**src/rtl/spdif_vc_pkg.sv**
```systemverilog
package spdif_vc_pkg;

  localparam int unsigned NUM_CH   = 2;
  localparam int unsigned SEL_W    = 1;
  localparam int unsigned SLOT_W   = 32;
  localparam int unsigned VBIT_POS = 28;

  // encoded as {alt, force}
  typedef enum logic [1:0] {
    MODE_TRACK = 2'b00,
    MODE_FORCE = 2'b01,
    MODE_ALT   = 2'b10,
    MODE_RSVD  = 2'b11
  } vmode_e;

  function automatic logic mode_forces(vmode_e m);
    return (m == MODE_FORCE);
  endfunction

endpackage

```
**src/rtl/spdif_vc_cfg.sv**
```systemverilog
module spdif_vc_cfg
  import spdif_vc_pkg::*;
(
  input  logic clk,
  input  logic rst_n,
  input  logic wr,
  input  logic force_in,
  input  logic alt_in,
  output logic force_all
);

  vmode_e mode_q;
  vmode_e mode_d;

  always_comb begin
    mode_d = mode_q;
    if (wr) begin
      mode_d = vmode_e'({alt_in, force_in});
    end
  end

  always_ff @(posedge clk or negedge rst_n) begin
    if (!rst_n) begin
      mode_q <= MODE_TRACK;
    end else if (wr) begin
      mode_q <= mode_d;
    end
  end

  assign force_all = mode_forces(mode_q);

endmodule

```
**src/rtl/spdif_vc_chan.sv**
```systemverilog
module spdif_vc_chan #(
  parameter int unsigned SAMPLE_W = 20
) (
  input  logic                clk,
  input  logic                rst_n,
  input  logic                stb,
  input  logic                good,
  input  logic [SAMPLE_W-1:0] data,
  input  logic                consume,
  output logic                held,
  output logic                ok,
  output logic [SAMPLE_W-1:0] word
);

  logic                held_q, held_d;
  logic                good_q, good_d;
  logic [SAMPLE_W-1:0] data_q, data_d;
  logic                load;

  assign load = stb | consume;

  always_comb begin
    held_d = held_q;
    good_d = good_q;
    data_d = data_q;
    if (consume) begin
      held_d = 1'b0;
      good_d = 1'b0;
      data_d = '0;
    end
    // arrival on the consuming edge is kept for the next subframe
    if (stb) begin
      held_d = 1'b1;
      good_d = good;
      data_d = good ? data : '0;
    end
  end

  always_ff @(posedge clk or negedge rst_n) begin
    if (!rst_n) begin
      held_q <= 1'b0;
      good_q <= 1'b0;
      data_q <= '0;
    end else if (load) begin
      held_q <= held_d;
      good_q <= good_d;
      data_q <= data_d;
    end
  end

  assign held = held_q;
  assign ok   = held_q & good_q;
  assign word = data_q;

endmodule

```
**src/rtl/spdif_vc_emit.sv**
```systemverilog
module spdif_vc_emit
  import spdif_vc_pkg::*;
#(
  parameter int unsigned SAMPLE_W = 20
) (
  input  logic                              clk,
  input  logic                              rst_n,
  input  logic                              start,
  input  logic [SEL_W-1:0]                  sel,
  input  logic [NUM_CH-1:0]                 ok_vec,
  input  logic [NUM_CH-1:0][SAMPLE_W-1:0]   word_vec,
  input  logic                              force_all,
  output logic                              vld,
  output logic [SEL_W-1:0]                  ch,
  output logic [SAMPLE_W-1:0]               word,
  output logic                              vbit
);

  logic                vld_q, vld_d;
  logic [SEL_W-1:0]    ch_q, ch_d;
  logic [SAMPLE_W-1:0] word_q, word_d;
  logic                vbit_q, vbit_d;
  logic                pick_ok;
  logic                load;

  assign pick_ok = ok_vec[sel];
  assign load    = start | vld_q;

  always_comb begin
    vld_d  = 1'b0;
    ch_d   = '0;
    word_d = '0;
    vbit_d = 1'b0;
    if (start) begin
      vld_d  = 1'b1;
      ch_d   = sel;
      word_d = pick_ok ? word_vec[sel] : '0;
      vbit_d = force_all | ~pick_ok;
    end
  end

  always_ff @(posedge clk or negedge rst_n) begin
    if (!rst_n) begin
      vld_q  <= 1'b0;
      ch_q   <= '0;
      word_q <= '0;
      vbit_q <= 1'b0;
    end else if (load) begin
      vld_q  <= vld_d;
      ch_q   <= ch_d;
      word_q <= word_d;
      vbit_q <= vbit_d;
    end
  end

  assign vld  = vld_q;
  assign ch   = ch_q;
  assign word = word_q;
  assign vbit = vbit_q;

endmodule

```
**src/rtl/spdif_validity_ctrl.sv**
```systemverilog
module spdif_validity_ctrl
  import spdif_vc_pkg::*;
#(
  parameter int unsigned SAMPLE_W = 20
) (
  input  logic                clk,
  input  logic                rst_n,
  input  logic                cfg_wr,
  input  logic                cfg_force,
  input  logic                cfg_alt,
  input  logic [SAMPLE_W-1:0] l_sample,
  input  logic                l_stb,
  input  logic                l_good,
  input  logic [SAMPLE_W-1:0] r_sample,
  input  logic                r_stb,
  input  logic                r_good,
  input  logic                sf_start,
  input  logic                sf_sel,
  output logic                sf_vld,
  output logic                sf_ch,
  output logic [SAMPLE_W-1:0] sf_word,
  output logic                sf_vbit,
  output logic [31:0]         sf_slot
);

  localparam int unsigned LSB_PAD = VBIT_POS - SAMPLE_W;

  logic                            force_all;
  logic [NUM_CH-1:0]               stb_vec;
  logic [NUM_CH-1:0]               good_vec;
  logic [NUM_CH-1:0][SAMPLE_W-1:0] in_vec;
  logic [NUM_CH-1:0]               consume_vec;
  logic [NUM_CH-1:0]               chan_held;
  logic [NUM_CH-1:0]               chan_ok;
  logic [NUM_CH-1:0][SAMPLE_W-1:0] held_word;

  assign stb_vec  = {r_stb, l_stb};
  assign good_vec = {r_good, l_good};
  assign in_vec   = {r_sample, l_sample};

  spdif_vc_cfg u_cfg (
    .clk       (clk),
    .rst_n     (rst_n),
    .wr        (cfg_wr),
    .force_in  (cfg_force),
    .alt_in    (cfg_alt),
    .force_all (force_all)
  );

  for (genvar c = 0; c < NUM_CH; c++) begin : g_chan
    assign consume_vec[c] = sf_start & (sf_sel == SEL_W'(c));

    spdif_vc_chan #(.SAMPLE_W(SAMPLE_W)) u_chan (
      .clk     (clk),
      .rst_n   (rst_n),
      .stb     (stb_vec[c]),
      .good    (good_vec[c]),
      .data    (in_vec[c]),
      .consume (consume_vec[c]),
      .held    (chan_held[c]),
      .ok      (chan_ok[c]),
      .word    (held_word[c])
    );
  end

  spdif_vc_emit #(.SAMPLE_W(SAMPLE_W)) u_emit (
    .clk       (clk),
    .rst_n     (rst_n),
    .start     (sf_start),
    .sel       (sf_sel),
    .ok_vec    (chan_ok),
    .word_vec  (held_word),
    .force_all (force_all),
    .vld       (sf_vld),
    .ch        (sf_ch),
    .word      (sf_word),
    .vbit      (sf_vbit)
  );

  always_comb begin
    sf_slot = '0;
    sf_slot[VBIT_POS] = sf_vbit;
    sf_slot[LSB_PAD +: SAMPLE_W] = sf_word;
  end

endmodule

```
**config.mk**
```make
export PLATFORM = sky130hd
export DESIGN_NAME = spdif_validity_ctrl
export DESIGN_NICKNAME = d
export VERILOG_FILES = /design/src/rtl/spdif_vc_pkg.sv /design/src/rtl/spdif_vc_cfg.sv /design/src/rtl/spdif_vc_chan.sv /design/src/rtl/spdif_vc_emit.sv /design/src/rtl/spdif_validity_ctrl.sv
export SDC_FILE = /design/constraint.sdc
export NUM_CORES = 1
export LEC_CHECK = 0
export BUFFER_PORTS_ARGS = -buffer_cell sky130_fd_sc_hd__buf_4
export CAP_MARGIN = 30
export CORE_ASPECT_RATIO = 2
export CORE_MARGIN = 2
export CORE_UTILIZATION = 25
export DETAILED_ROUTE_END_ITERATION = 6
export SLEW_MARGIN = 40
export SYNTH_ARGS = -nofsm -noshare
export SYNTH_HDL_FRONTEND = slang
export SYNTH_SLANG_ARGS = --single-unit
export TNS_END_PERCENT = 100
```
**constraint.sdc**
```tcl
create_clock -name clk -period 1.4 [get_ports clk]
set_input_delay 0.28 -clock clk [delete_from_list [all_inputs] [get_ports clk]]
set_output_delay 0.28 -clock clk [all_outputs]
set_load 0.05 [all_outputs]
```
[Word level (Yosys, flattened, before mapping)]
Index checks and enable logic that the tools add are counted.
Storage, ports and cells
  register bits after elaboration: 69
  bits in latches: 0
  bits in writable memories: 0
  memory bits (read-only): 0
  input port bits: 51
  output and inout port bits: 55
  memories kept: 0
Cells by class
  add/sub/neg operators: 0
  multiply operators: 0
  divide/modulo/power cells: 0
  order comparisons: 1
  equality and inequality tests: 1
  shift-type cells: 0
  muxes and demuxes: 21
  bitwise operators: 10
  reduce and logical (&&, ||, !) cells: 4
Operators by type and width (count)
  20-bit 2-to-1 mux: 10
  1-bit 2-to-1 mux: 11
  1-bit bitwise AND: 4
  1-bit OR: 4
  2-bit AND reduction: 2
  2-bit nonzero test: 2
  2-bit by 1-bit equality test with 1-bit output (second input constant): 1
  1-bit by 2-bit less-than comparator with 1-bit output (second input constant): 1
  1-bit inverter: 2

[Longest topological paths before layout]
Gate-level depths: netlist (run 1).
  word-level depth: 6
  mapped depth: 5
  gate-level depth less buffers: 3

[By module]
Synthesis (run 1) repeated with hierarchy kept, for this count alone.
Unflattened totals
  cell total of the unflattened synthesis: 241
  area, all modules: 3089.2 um^2
Modules (own cells, without submodules)
  spdif_vc_chan: instances 2, cells each 52, area an instance 798.3 um^2
  spdif_vc_emit: instances 1, cells each 97, area an instance 1153.6 um^2
  spdif_validity_ctrl: instances 1, cells each 35, area an instance 260.2 um^2
  spdif_vc_cfg: instances 1, cells each 5, area an instance 78.8 um^2

[Worst setup path after synthesis (run 1)]
OpenSTA, ideal clock, no wires.
  path type: register -> register
  start point: register u_emit.vld_q (netlist: u_emit.vld)
  end point: register u_emit.word_q[0] (netlist: u_emit.word[0])
  data arrival time: 1.206 ns
  data required time: 1.326 ns
  setup slack: 0.120 ns
  cell stages (with the launch flop): 5
  clock period less this slack: 1.280 ns
  cell sequence: dfrtp_1 nor2_1 clkbuf_1 nand2_1 o21ai_2
On the way
  word-level cells in the longest chain between the ends: 1
Ends and longest elaborated chain
  start: declaration: RTL line spdif_vc_emit.sv:19  | logic vld_q, vld_d;
  start signal: assignment: RTL line spdif_vc_emit.sv:49  | vld_q <= vld_d;
  1-bit OR: RTL line spdif_vc_emit.sv:27  | assign load = start | vld_q;
  end signal: assignment: RTL line spdif_vc_emit.sv:51  | word_q <= word_d;
  end: declaration: RTL line spdif_vc_emit.sv:21  | logic [SAMPLE_W-1:0] word_q, word_d;
Every way passes these cells.
A chain may end at the register's enable or synchronous reset.

[Worst setup path after layout (run 1)]
  start point: register u_emit.word_q[7] (netlist: u_emit.word[7])
  end point: output port sf_word[7]
RTL lines
  end: declaration: RTL line spdif_validity_ctrl.sv:21  | output logic [SAMPLE_W-1:0] sf_word,
No word-level cell between the ends.

==> flow_metrics.tcl, run 1 <==
set metrics [dict create \
    result_of_the_run "finished clean" \
    fmaxAchievable_mhz 804 \
    crit_path_max_fanout 3 \
    cts_max_level 3 \
    ir_drop_mv 0.803 \
    die_area_um2 13100 \
    worstPathBufferInverterCount 1 \
    worst_pin_slew_ps 549 \
    required_ps 1120 \
    worst_setup_path_end_kind "output port" \
    ctsResizeCount 0 \
    finalPower_mw 5.06 \
    critical_path.endpoint "sf_word[7]" \
    synth.lib_cells_used.distinct 22 \
    clock_tree.buffer_depth 2 \
    die_h_um 160 \
    clkTransAtPathRegs_ps 60 \
    cellLeakagePower_nw 2.05 \
    crit-reg2reg-launch "g_chan[0].u_chan.good_q$_DFFE_PN0P_" \
    slew-limit-headroom_pct 63.3 \
    fp.coreArea_um2 12000 \
    syn_avg_cell_area_um2 12.6 \
    report.final.hold_viol_count 0 \
    worst_r2r_endpoint "u_emit.word[7]$_DFFE_PN0P_" \
    comb_power_share_pct 15.6 \
    grt_antenna_before_repair 0 \
    initialDrtViolationCount 96 \
    net-switching-power_mw 1.36 \
    timing.critical_path.max_delay_family "flip-flops" \
    pre_cts_slack_ps -8.62 \
    max_stage_delay_ps 410 \
    dieWidth_um 82.0 \
    placement.io_buffers 94 \
    timing_max_transition_violations_final 0 \
    yosys_warning_count 0 \
    drt-wirelength-per-cell_um 15.3 \
    worst_path_max_delay_cell "sky130_fd_sc_hd__dfrtp_1" \
    n_antenna_cell 0 \
    ant_nets 0 \
    min_period_ps 1240 \
    placed_cell_area_um2 3740 \
    insertion_delay_ps 320 \
    ys_seq_area_share_pct 56.8 \
    startpoint_type "register" \
    routed-via-count 2014 \
    unrepaired_setup_endpoints_after_global_routing "false" \
    crit_arrival_ps 960 \
    grt_total_ovfl 0 \
    critical_path.cell_chain "buf_4" \
    internal-power_mw 3.70 \
    power_frac_seq_pct 43.3 \
    drv.max_cap_violation_count 0 \
    track_usage_pct 11.5 \
    grt_pass1_vias 2036 \
    worstHoldPathType "in2reg" \
    tritoncts_clock_tree "built" \
    vias_per_cell 4.30 \
    worst_clock_skew_ps 5.45 \
    gpl_congestion 0.689 \
    setup.worst_path.class "reg2out" \
    numCtsBuffers 9 \
    nFillCells 1214 \
    design.final.nets 367 \
    fin_area_um2 4040 \
    number_of_cells_traversed_by_the_worst_register_to_register_path 4 \
    ioPinCount 106 \
    grt_first_pass_wirelength_mm 11.2 \
    post-route-period-util_pct 88.8 \
    dp_hpwl_mm 4.81 \
    fin_tns_setup_ps 0 \
    drc 0 \
    drive_gt1_share_pct 44.5 \
    sw_frac_of_total_pct 26.8 \
    post-cts-setup-buffers 0 \
    timing.critical_path.from "u_emit.word[7]$_DFFE_PN0P_" \
    clock-sinks 69 \
    postSynthCellCount 241 \
    rows 57 \
    pwr-share-clk_pct 41.1 \
    routed_wirelength_mm 7.14 \
    syn_area_um2 3040 \
    setup_slack_ps 156 \
    grt_max_degree 36 \
    cts_root_buf "sky130_fd_sc_hd__clkbuf_16" \
    critical_path_cell_count 1 \
    report.final.setup_viol 0 \
    setup.reg_to_reg.worst_slack_ps 310 \
    yosys_register_bits 69 \
    areaGrowthSynthToFinish_pct 32.7 \
    holdBufCountCts 1 \
    start_util_pct 25.4 \
    pwr_density_cell_nw_per_um2 1250 \
    detail_route.first_pass.iterations 4 \
]
==> sequential cells by signal, summed over array words and instances, names as in the netlist <==
name	flops
g_chan.u_chan.word	40
u_emit.word	20
g_chan.u_chan.good_q	2
g_chan.u_chan.held	2
u_cfg.mode_q	2
u_emit.ch	1
u_emit.vbit	1
u_emit.vld	1
==> logic make-up (layout without fill, tap and decap cells) <==
kind of cell / after synthesis / after routing / share of synthesized area, %
flops: 69 / 69 / 56.8
compound gates: 68 / 68 / 19.1
buf+inv: 49 / 119 / 11.4
simple gates: 32 / 32 / 5.18
mux: 22 / 22 / 7.32
other cells: 1 / 11 / 0.123
==> area by class of cell <==
cell class	count	area, um2	share of cell area (%)
sequential	69	1730	42.8
multi-input combinational	133	1010	25.1
timing repair buffer	102	831	20.6
clock buffer	12	256	6.36
tap	147	184	4.56
clock inverter	4	22.5	0.558
inverter	1	3.75	0.0930
==> metal layers <==
| metal | share of wire (%) | GRT usage (%) | up-vias |
|---|---|---|---|
| met4 | 1.4 | 3.41 | 0 |
| met1 | 45 | 16.1 | 948 |
| li1 | - | - | 968 |
| met2 | 45 | 16.9 | 90 |
| met3 | 8.2 | 3.95 | 8 |
| met5 | 0 | 0 | - |
==> cells in the mapped netlist <==
master,count,share of area [%]
sky130_fd_sc_hd__dfrtp_1,69,57
sky130_fd_sc_hd__a22o_1,40,12
sky130_fd_sc_hd__buf_4,32,7.9
sky130_fd_sc_hd__nand2_1,24,3.0
sky130_fd_sc_hd__mux2i_1,20,6.6
sky130_fd_sc_hd__o21ai_2,20,5.8
sky130_fd_sc_hd__clkbuf_1,6,0.74
sky130_fd_sc_hd__buf_2,5,0.82
sky130_fd_sc_hd__buf_6,5,1.9
sky130_fd_sc_hd__a21o_1,4,0.99
sky130_fd_sc_hd__a21oi_1,2,0.33
sky130_fd_sc_hd__and2_1,2,0.41
sky130_fd_sc_hd__mux2_2,2,0.74
sky130_fd_sc_hd__nand2b_1,2,0.41
sky130_fd_sc_hd__a21bo_1,1,0.33
sky130_fd_sc_hd__a31oi_1,1,0.21
sky130_fd_sc_hd__conb_1,1,0.12
sky130_fd_sc_hd__inv_1,1,0.12
sky130_fd_sc_hd__nand3_1,1,0.16
sky130_fd_sc_hd__nand3b_4,1,0.66
sky130_fd_sc_hd__nor2_1,1,0.12
sky130_fd_sc_hd__nor2b_4,1,0.45
==> metrics by stage <==
step,utilization (%),cells,hold WS (ps)
2_1_floorplan,-,251,-15.6
3_3_place_gp,31.3,451,215
3_5_place_dp,31.3,451,224
4_1_cts,33.7,468,128
5_1_grt,33.7,468,131
6_report,33.7,468,142
==> power groups by stage <==
stage | sequential (mW) | combinational (mW) | clock, mW
finish | 2.19 | 0.789 | 2.08
global route | 2.20 | 0.849 | 2.23
CTS | 2.19 | 0.801 | 2.13
detailed placement | 2.22 | 0.798 | 0
global placement | 2.22 | 0.791 | 0
floorplan | 2.29 | 0.454 | 0
==> worst reg2reg max path, delay by kind of cell, from the launching register on <==
kind,cells,cell delay (ps)
compound gates,2,370
buf+inv,1,170
simple gates,1,90
flops,1,390
==> cell usage in the layout, fill, tap and decap left out, types with 2 or more instances in the layout <==
cell and instances:
sky130_fd_sc_hd__a22o_1 40, sky130_fd_sc_hd__clkbuf_16 9, sky130_fd_sc_hd__buf_4 96, sky130_fd_sc_hd__nand2b_1 2, sky130_fd_sc_hd__mux2_2 2, sky130_fd_sc_hd__o21ai_2 20
sky130_fd_sc_hd__conb_1 11, sky130_fd_sc_hd__nand2_1 24, sky130_fd_sc_hd__clkbuf_8 2, sky130_fd_sc_hd__dfrtp_1 69, sky130_fd_sc_hd__buf_12 5, sky130_fd_sc_hd__mux2i_1 20
sky130_fd_sc_hd__clkinv_2 3, sky130_fd_sc_hd__a21o_1 4
==> how the worst min path moves through the flow <==
stage	from	end	slack, ps	depth (start not counted)
CTS	sf_start	u_emit.vld$_DFFE_PN0P_	130	1
global placement	rst_n	u_emit.word[14]$_DFFE_PN0P_	220	1
floorplan	rst_n	g_chan[0].u_chan.good_q$_DFFE_PN0P_	-20	0
global route	sf_start	u_emit.vld$_DFFE_PN0P_	130	1
finish	sf_start	u_emit.vld$_DFFE_PN0P_	140	1
detailed placement	rst_n	u_emit.word[14]$_DFFE_PN0P_	220	1
Power figures use the tool's default switching activity.
==> run 2, diff against run 1 <==
PLACE_DENSITY = 0.48   (was default)
REMOVE_ABC_BUFFERS = 1   (was default)
==> run 2 against run 1 <==
Sequential share of layout area is 0.15 points lower. Clock power up 10%. Core utilization increased by 0.11 points. Global-route usage fell by 0.28 points. Register-to-register slack got worse by 20 ps. Sequential cell count unchanged. Count of clock-buffer cells in the layout is 1 higher. Die area stayed put. Power up 3.9%. Via count is 3.8% higher. Sequential power is essentially flat. Cell count is 0.64% higher.
==> flow_metrics.tcl, run 2 (synthesis gave the netlist of run 1 again) <==
set metrics [dict create \
    result_of_the_run "finished clean" \
    min_delay_path_depth 2 \
    drive_gt1_share_pct 45.1 \
    grt_max_degree 70 \
    die_h_um 160 \
    tritoncts_clock_tree "built" \
    slew-limit-headroom_pct 58.9 \
    grt_antenna_before_repair 0 \
    areaGrowthSynthToFinish_pct 33.2 \
    clock-sinks 69 \
    post-route-period-util_pct 93.5 \
    placement.io_buffers 94 \
    number_of_cells_traversed_by_the_worst_register_to_register_path 4 \
    placed_cell_area_um2 3730 \
    hold_path.startpoint "l_sample[2]" \
    gpl_congestion 0.751 \
    final_common_cell "sky130_fd_sc_hd__buf_4" \
    insertion_delay_ps 320 \
    cts_max_level 3 \
    largest_reg_flops 40 \
    worst_clock_skew_ps 5.54 \
    dp_hpwl_mm 5.01 \
    seqCellArea_um2 1730 \
    top_library_cells_by_usage_in_the_layout_fill_and_taps_aside "sky130_fd_sc_hd__buf_4 (103), sky130_fd_sc_hd__dfrtp_1 (69), sky130_fd_sc_hd__a22o_1 (40)" \
    ir_drop_mv 0.655 \
    routed_wirelength_mm 7.16 \
    fmaxAchievable_mhz 764 \
    track_usage_pct 11.3 \
    crit-reg2reg-launch "g_chan[0].u_chan.held$_DFFE_PN0P_" \
    ctsResizeCount 0 \
    timing_max_transition_violations_final 0 \
    crit_path_max_fanout 21 \
    worst_pin_slew_ps 615 \
    ioPinCount 106 \
    start_util_pct 25.4 \
    startpoint_type "input pin" \
    clkTransAtPathRegs_ps 50 \
    required_ps 1660 \
    design.final.nets 370 \
    crit_arrival_ps 1560 \
    post_layout_nonfiller_instances 471 \
    numCtsBuffers 9 \
    drv.max_cap_violation_count 0 \
    timing.critical_path.from "sf_sel" \
    vias_per_cell 4.44 \
    die_area_um2 13100 \
    drt-wirelength-per-cell_um 15.2 \
    worstHoldPathType "in2reg" \
    rows 57 \
    fp.coreArea_um2 12000 \
    grt_total_ovfl 0 \
    routed-via-count 2090 \
    unrepaired_setup_endpoints_after_global_routing "false" \
    report.final.setup_viol 0 \
    min_period_ps 1310 \
    nFillCells 1234 \
    setup.worst_path.class "in2reg" \
    detail_route.first_pass.iterations 4 \
    worst_setup_path_end_kind "register" \
    drc 0 \
    final_core_util_pct 33.8 \
    pwr_density_cell_nw_per_um2 1300 \
    cellLeakagePower_nw 2.06 \
    clock_tree.buffer_depth 2 \
    multiInputGateArea_um2 1020 \
    ant_nets 0 \
    grt_pass1_vias 2175 \
    fin_area_um2 4050 \
    placedCellCount 454 \
    initialDrtViolationCount 79 \
    cts_root_buf "sky130_fd_sc_hd__clkbuf_16" \
    report.final.hold_viol_count 0 \
    n_antenna_cell 0 \
    grt_first_pass_wirelength_mm 11.2 \
    dieWidth_um 82.0 \
]
-- run 2: cell types whose count changed in the layout (fill, tap and decap cells not counted) --
cell / change
sky130_fd_sc_hd__a21oi_2: -1
sky130_fd_sc_hd__bufinv_16: +1
sky130_fd_sc_hd__buf_4: +7
sky130_fd_sc_hd__clkinv_2: -2
sky130_fd_sc_hd__clkbuf_8: +1
sky130_fd_sc_hd__a21oi_4: +1
sky130_fd_sc_hd__buf_12: -4
-- run 2: where the power goes --
part           internal [mW]  switching [mW]  leakage [nW]  total [mW]
Sequential              2.11          0.0745         0.908        2.19
Combinational          0.296           0.485          1.00       0.780
Clock                   1.52           0.772         0.152        2.29
Total                   3.93            1.33          2.06        5.26
-- run 2: layout make-up --
class | count | area share [%]
clock buffers | 13 | 6.67
clock inverters | 3 | 1.05
inverters | 1 | 0.0927
multi-input cells | 133 | 25.2
flip-flops and latches | 69 | 42.6
well taps | 147 | 4.54
repair buffers | 105 | 19.8
-- run 2: routing by layer --
metal  routed length [um]  track usage [%]  vias up
li1                     -                -      968
met1                 3370             15.6     1023
met2                 3190             16.5       95
met3                  543             3.39        4
met4                   51             4.09        0
met5                    0                0        -
-- run 2: worst paths after layout --
kind | endpoint | slack, ps
setup / recovery | g_chan[0].u_chan.word[5]$_DFFE_PN0P_ | 90
hold / removal | g_chan[0].u_chan.word[2]$_DFFE_PN0P_ | 170
setup reg to reg | u_emit.word[1]$_DFFE_PN0P_ | 290
hold reg to reg | g_chan[1].u_chan.held$_DFFE_PN0P_ | 480
max in group asynchronous | g_chan[0].u_chan.good_q$_DFFE_PN0P_ | 590
min in group asynchronous | u_emit.word[16]$_DFFE_PN0P_ | 480
-- run 2: timing repair --
item / 4_1_cts / 5_1_grt
hold buffers: 1 / 0
endpoints found under the hold margin: 69 / 0
buffers inserted: 0 / 0
-- run 2: through the flow --
step	setup WS, ps	setup TNS (ps)	total power [mW]	hold WS (ps)
2_1_floorplan	-200	-4720	2.65	-15.6
3_3_place_gp	-240	-6480	3.00	311
3_5_place_dp	-270	-5710	3.01	315
4_1_cts	62.4	0	5.34	158
5_1_grt	15.3	0	5.51	163
6_report	90.5	0	5.26	170
-- run 2: worst max-delay path, cell delays in order --
cell and delay [ps]:
sky130_fd_sc_hd__buf_4 110, sky130_fd_sc_hd__buf_4 220, sky130_fd_sc_hd__nand2b_1 160, sky130_fd_sc_hd__nor2b_4 540, sky130_fd_sc_hd__a22o_1 250
==> run 3, diff against run 2 <==
ABC_AREA = 1   (was default)
CORE_UTILIZATION = 51   (was 25)
PLACE_DENSITY = 0.82   (was 0.48)
SLEW_MARGIN = 10   (was 40)
==> run 3 against run 2 <==
Die area is 46% lower. Clock power is 3% lower. Non-clock buffer count is 2 higher. Sequential share of layout area is 0.75 points lower. Via count is 30% higher. Critical path depth is 4 lower. Critical path type is now reg2out. Critical endpoint is now sf_word[11]. Largest cell class unchanged. Largest power group unchanged.
==> flow_metrics.tcl, run 3 <==
set metrics [dict create \
    result_of_the_run "finished clean" \
    track_usage_pct 22.8 \
    ant_nets 0 \
    synth_simple_gate_area_share_pct 24.1 \
    drc 0 \
    dieWidth_um 60.5 \
    max_stage_delay_ps 410 \
    timing.critical_path.max_delay_family "flip-flops" \
    synthArstFlopShare_pct 100 \
    top_library_cells_by_usage_in_the_layout_fill_and_taps_aside "sky130_fd_sc_hd__buf_4 (104), sky130_fd_sc_hd__nand2_1 (95), sky130_fd_sc_hd__nand3_1 (83)" \
    post-route-period-util_pct 88.1 \
    routed-via-count 2720 \
    drv.max_cap_violation_count 0 \
    crit_arrival_ps 950 \
    dp_hpwl_mm 5.36 \
    required_ps 1120 \
    die_h_um 117 \
    clock_tree.buffer_depth 2 \
    largest_family_of_logic_cells_by_synthesized_area "simple AND/OR/NAND/NOR gates" \
    pre_cts_slack_ps 279 \
    syn_area_um2 3250 \
    worst_clock_skew_ps 4.65 \
    number_of_enable_type_register_cells_in_the_synthesized_netlist 0 \
    post-synth-top-area-fraction_pct 53.1 \
    initialDrtViolationCount 122 \
    grt_antenna_before_repair 0 \
    most_frequent_cells_after_synthesis "sky130_fd_sc_hd__nand2_1 (95), sky130_fd_sc_hd__nand3_1 (83), sky130_fd_sc_hd__dfrtp_1 (69)" \
    syn_avg_cell_area_um2 8.56 \
    worstPathBufferInverterCount 1 \
    ys_seq_area_share_pct 53.1 \
    yosys-mux-area-fraction_pct 0.346 \
    n_antenna_cell 0 \
    yosys_warning_count 0 \
    ys.flop_type "sky130_fd_sc_hd__dfrtp_1" \
    rows 41 \
    start_util_pct 52.0 \
    report.final.setup_viol 0 \
    vias_per_cell 5.05 \
    synth_adder_area_share_pct 0 \
    ctsResizeCount 0 \
    synth.area.top_cells "sky130_fd_sc_hd__dfrtp_1 (53%), sky130_fd_sc_hd__nand3_1 (13%), sky130_fd_sc_hd__nand2_1 (11%)" \
    largest_reg_flops 40 \
    critical_path.cell_chain "buf_4" \
    drt-wirelength-per-cell_um 13.6 \
    areaGrowthSynthToFinish_pct 26.6 \
    cts_root_buf "sky130_fd_sc_hd__clkbuf_16" \
    tritoncts_clock_tree "built" \
    crit_path_max_fanout 3 \
    setup_slack_ps 166 \
    report.final.hold_viol_count 0 \
    pwr_density_cell_nw_per_um2 1260 \
    routed_wirelength_mm 7.32 \
    grt_first_pass_wirelength_mm 11.8 \
    worst_path_max_delay_cell "sky130_fd_sc_hd__dfrtp_1" \
    startpoint_type "register" \
    worst_setup_path_end_kind "output port" \
    grt_total_ovfl 0 \
    cts_max_level 3 \
    cellLeakagePower_nw 2.20 \
    insertion_delay_ps 340 \
    synth.lib_cells_used.distinct 18 \
    postSynthCellCount 380 \
    placedCellCount 523 \
    detail_route.first_pass.iterations 4 \
    fin_tns_setup_ps 0 \
    clock-sinks 69 \
    setup.worst_path.class "reg2out" \
    clkTransAtPathRegs_ps 50 \
    grt_max_degree 32 \
    ir_drop_mv 0.845 \
    grt_pass1_vias 2551 \
    drive_gt1_share_pct 27.8 \
    fp.coreArea_um2 6260 \
    post_synth_xor_area_fraction_pct 0 \
    placement.io_buffers 94 \
    design.final.nets 500 \
    yosys_register_bits 69 \
    min_period_ps 1230 \
    die_area_um2 7070 \
    timing_max_transition_violations_final 0 \
    worstHoldPathType "in2reg" \
    synth-compound-area-share_pct 6.88 \
    ioPinCount 106 \
    unrepaired_setup_endpoints_after_global_routing "false" \
    yosys.cell_count.top_type "sky130_fd_sc_hd__nand2_1" \
    final_common_cell "sky130_fd_sc_hd__buf_4" \
    synth.largest_area_cell "sky130_fd_sc_hd__dfrtp_1" \
    post_layout_nonfiller_instances 539 \
    fmaxAchievable_mhz 811 \
    numCtsBuffers 9 \
    gpl_congestion 0.821 \
]
## run 3: final timing paths
check	from	endpoint	slack (ps)	cells after the start
min in group asynchronous	rst_n	u_emit.word[3]$_DFFE_PN0P_	370	2
worst min register to register	g_chan[1].u_chan.held$_DFFE_PN0P_	g_chan[1].u_chan.held$_DFFE_PN0P_	480	2
max in group asynchronous	rst_n	g_chan[0].u_chan.word[19]$_DFFE_PN0P_	480	3
worst max register to register	g_chan[1].u_chan.good_q$_DFFE_PN0P_	u_emit.word[18]$_DFFE_PN0P_	340	5
worst max-delay path	u_emit.word[11]$_DFFE_PN0P_	sf_word[11]	170	1
worst min-delay path	r_sample[3]	g_chan[1].u_chan.word[3]$_DFFE_PN0P_	170	3
## run 3: cells by family after synthesis
family	Yosys count
DFF	69
AOI/OAI and AO/OA	44
muxes	1
other	1
and+or+nand+nor	180
buffers and inverters	85
## run 3: what timing repair did
action | CTS | global route
endpoints found under the hold margin | 19 | 0
setup buffers | 0 | 0
hold buffers | 1 | 0
## run 3: per-layer routing
metal | vias to the layer above | part of all wire (%) | global-route usage (%)
met4 | 0 | 2.7 | 10.9
met2 | 109 | 53 | 37.0
met1 | 1270 | 39 | 27.7
met5 | - | 0 | 0
li1 | 1327 | - | -
met3 | 14 | 5.8 | 6.26
## run 3: cell type report
class / instances / area (um2)
fill: 532 / 2140
sequential: 69 / 1730
multi-input combinational: 236 / 1060
timing repair buffer: 107 / 831
clock buffer: 15 / 298
tap: 86 / 108
inverter: 26 / 97.6
## run 3: through the flow
| step | area [um2] | hold slack, ps | power, mW | util, % |
|---|---|---|---|---|
| after global routing | 4120 | 178 | 5.37 | 65.9 |
| after detailed placement | 3810 | 185 | 3.01 | 60.9 |
| after global placement | 3810 | 178 | 2.99 | 60.9 |
| after floorplan | 2890 | -15.6 | 2.61 | - |
| after CTS | 4120 | 168 | 5.21 | 65.9 |
| final | 4120 | 172 | 5.18 | 65.9 |
## run 3: where the power goes
part | internal [mW] | switching, mW | leakage, nW
clock | 1.43 | 0.777 | 0.148
sequential | 2.11 | 0.0618 | 0.909
combinational | 0.268 | 0.531 | 1.15
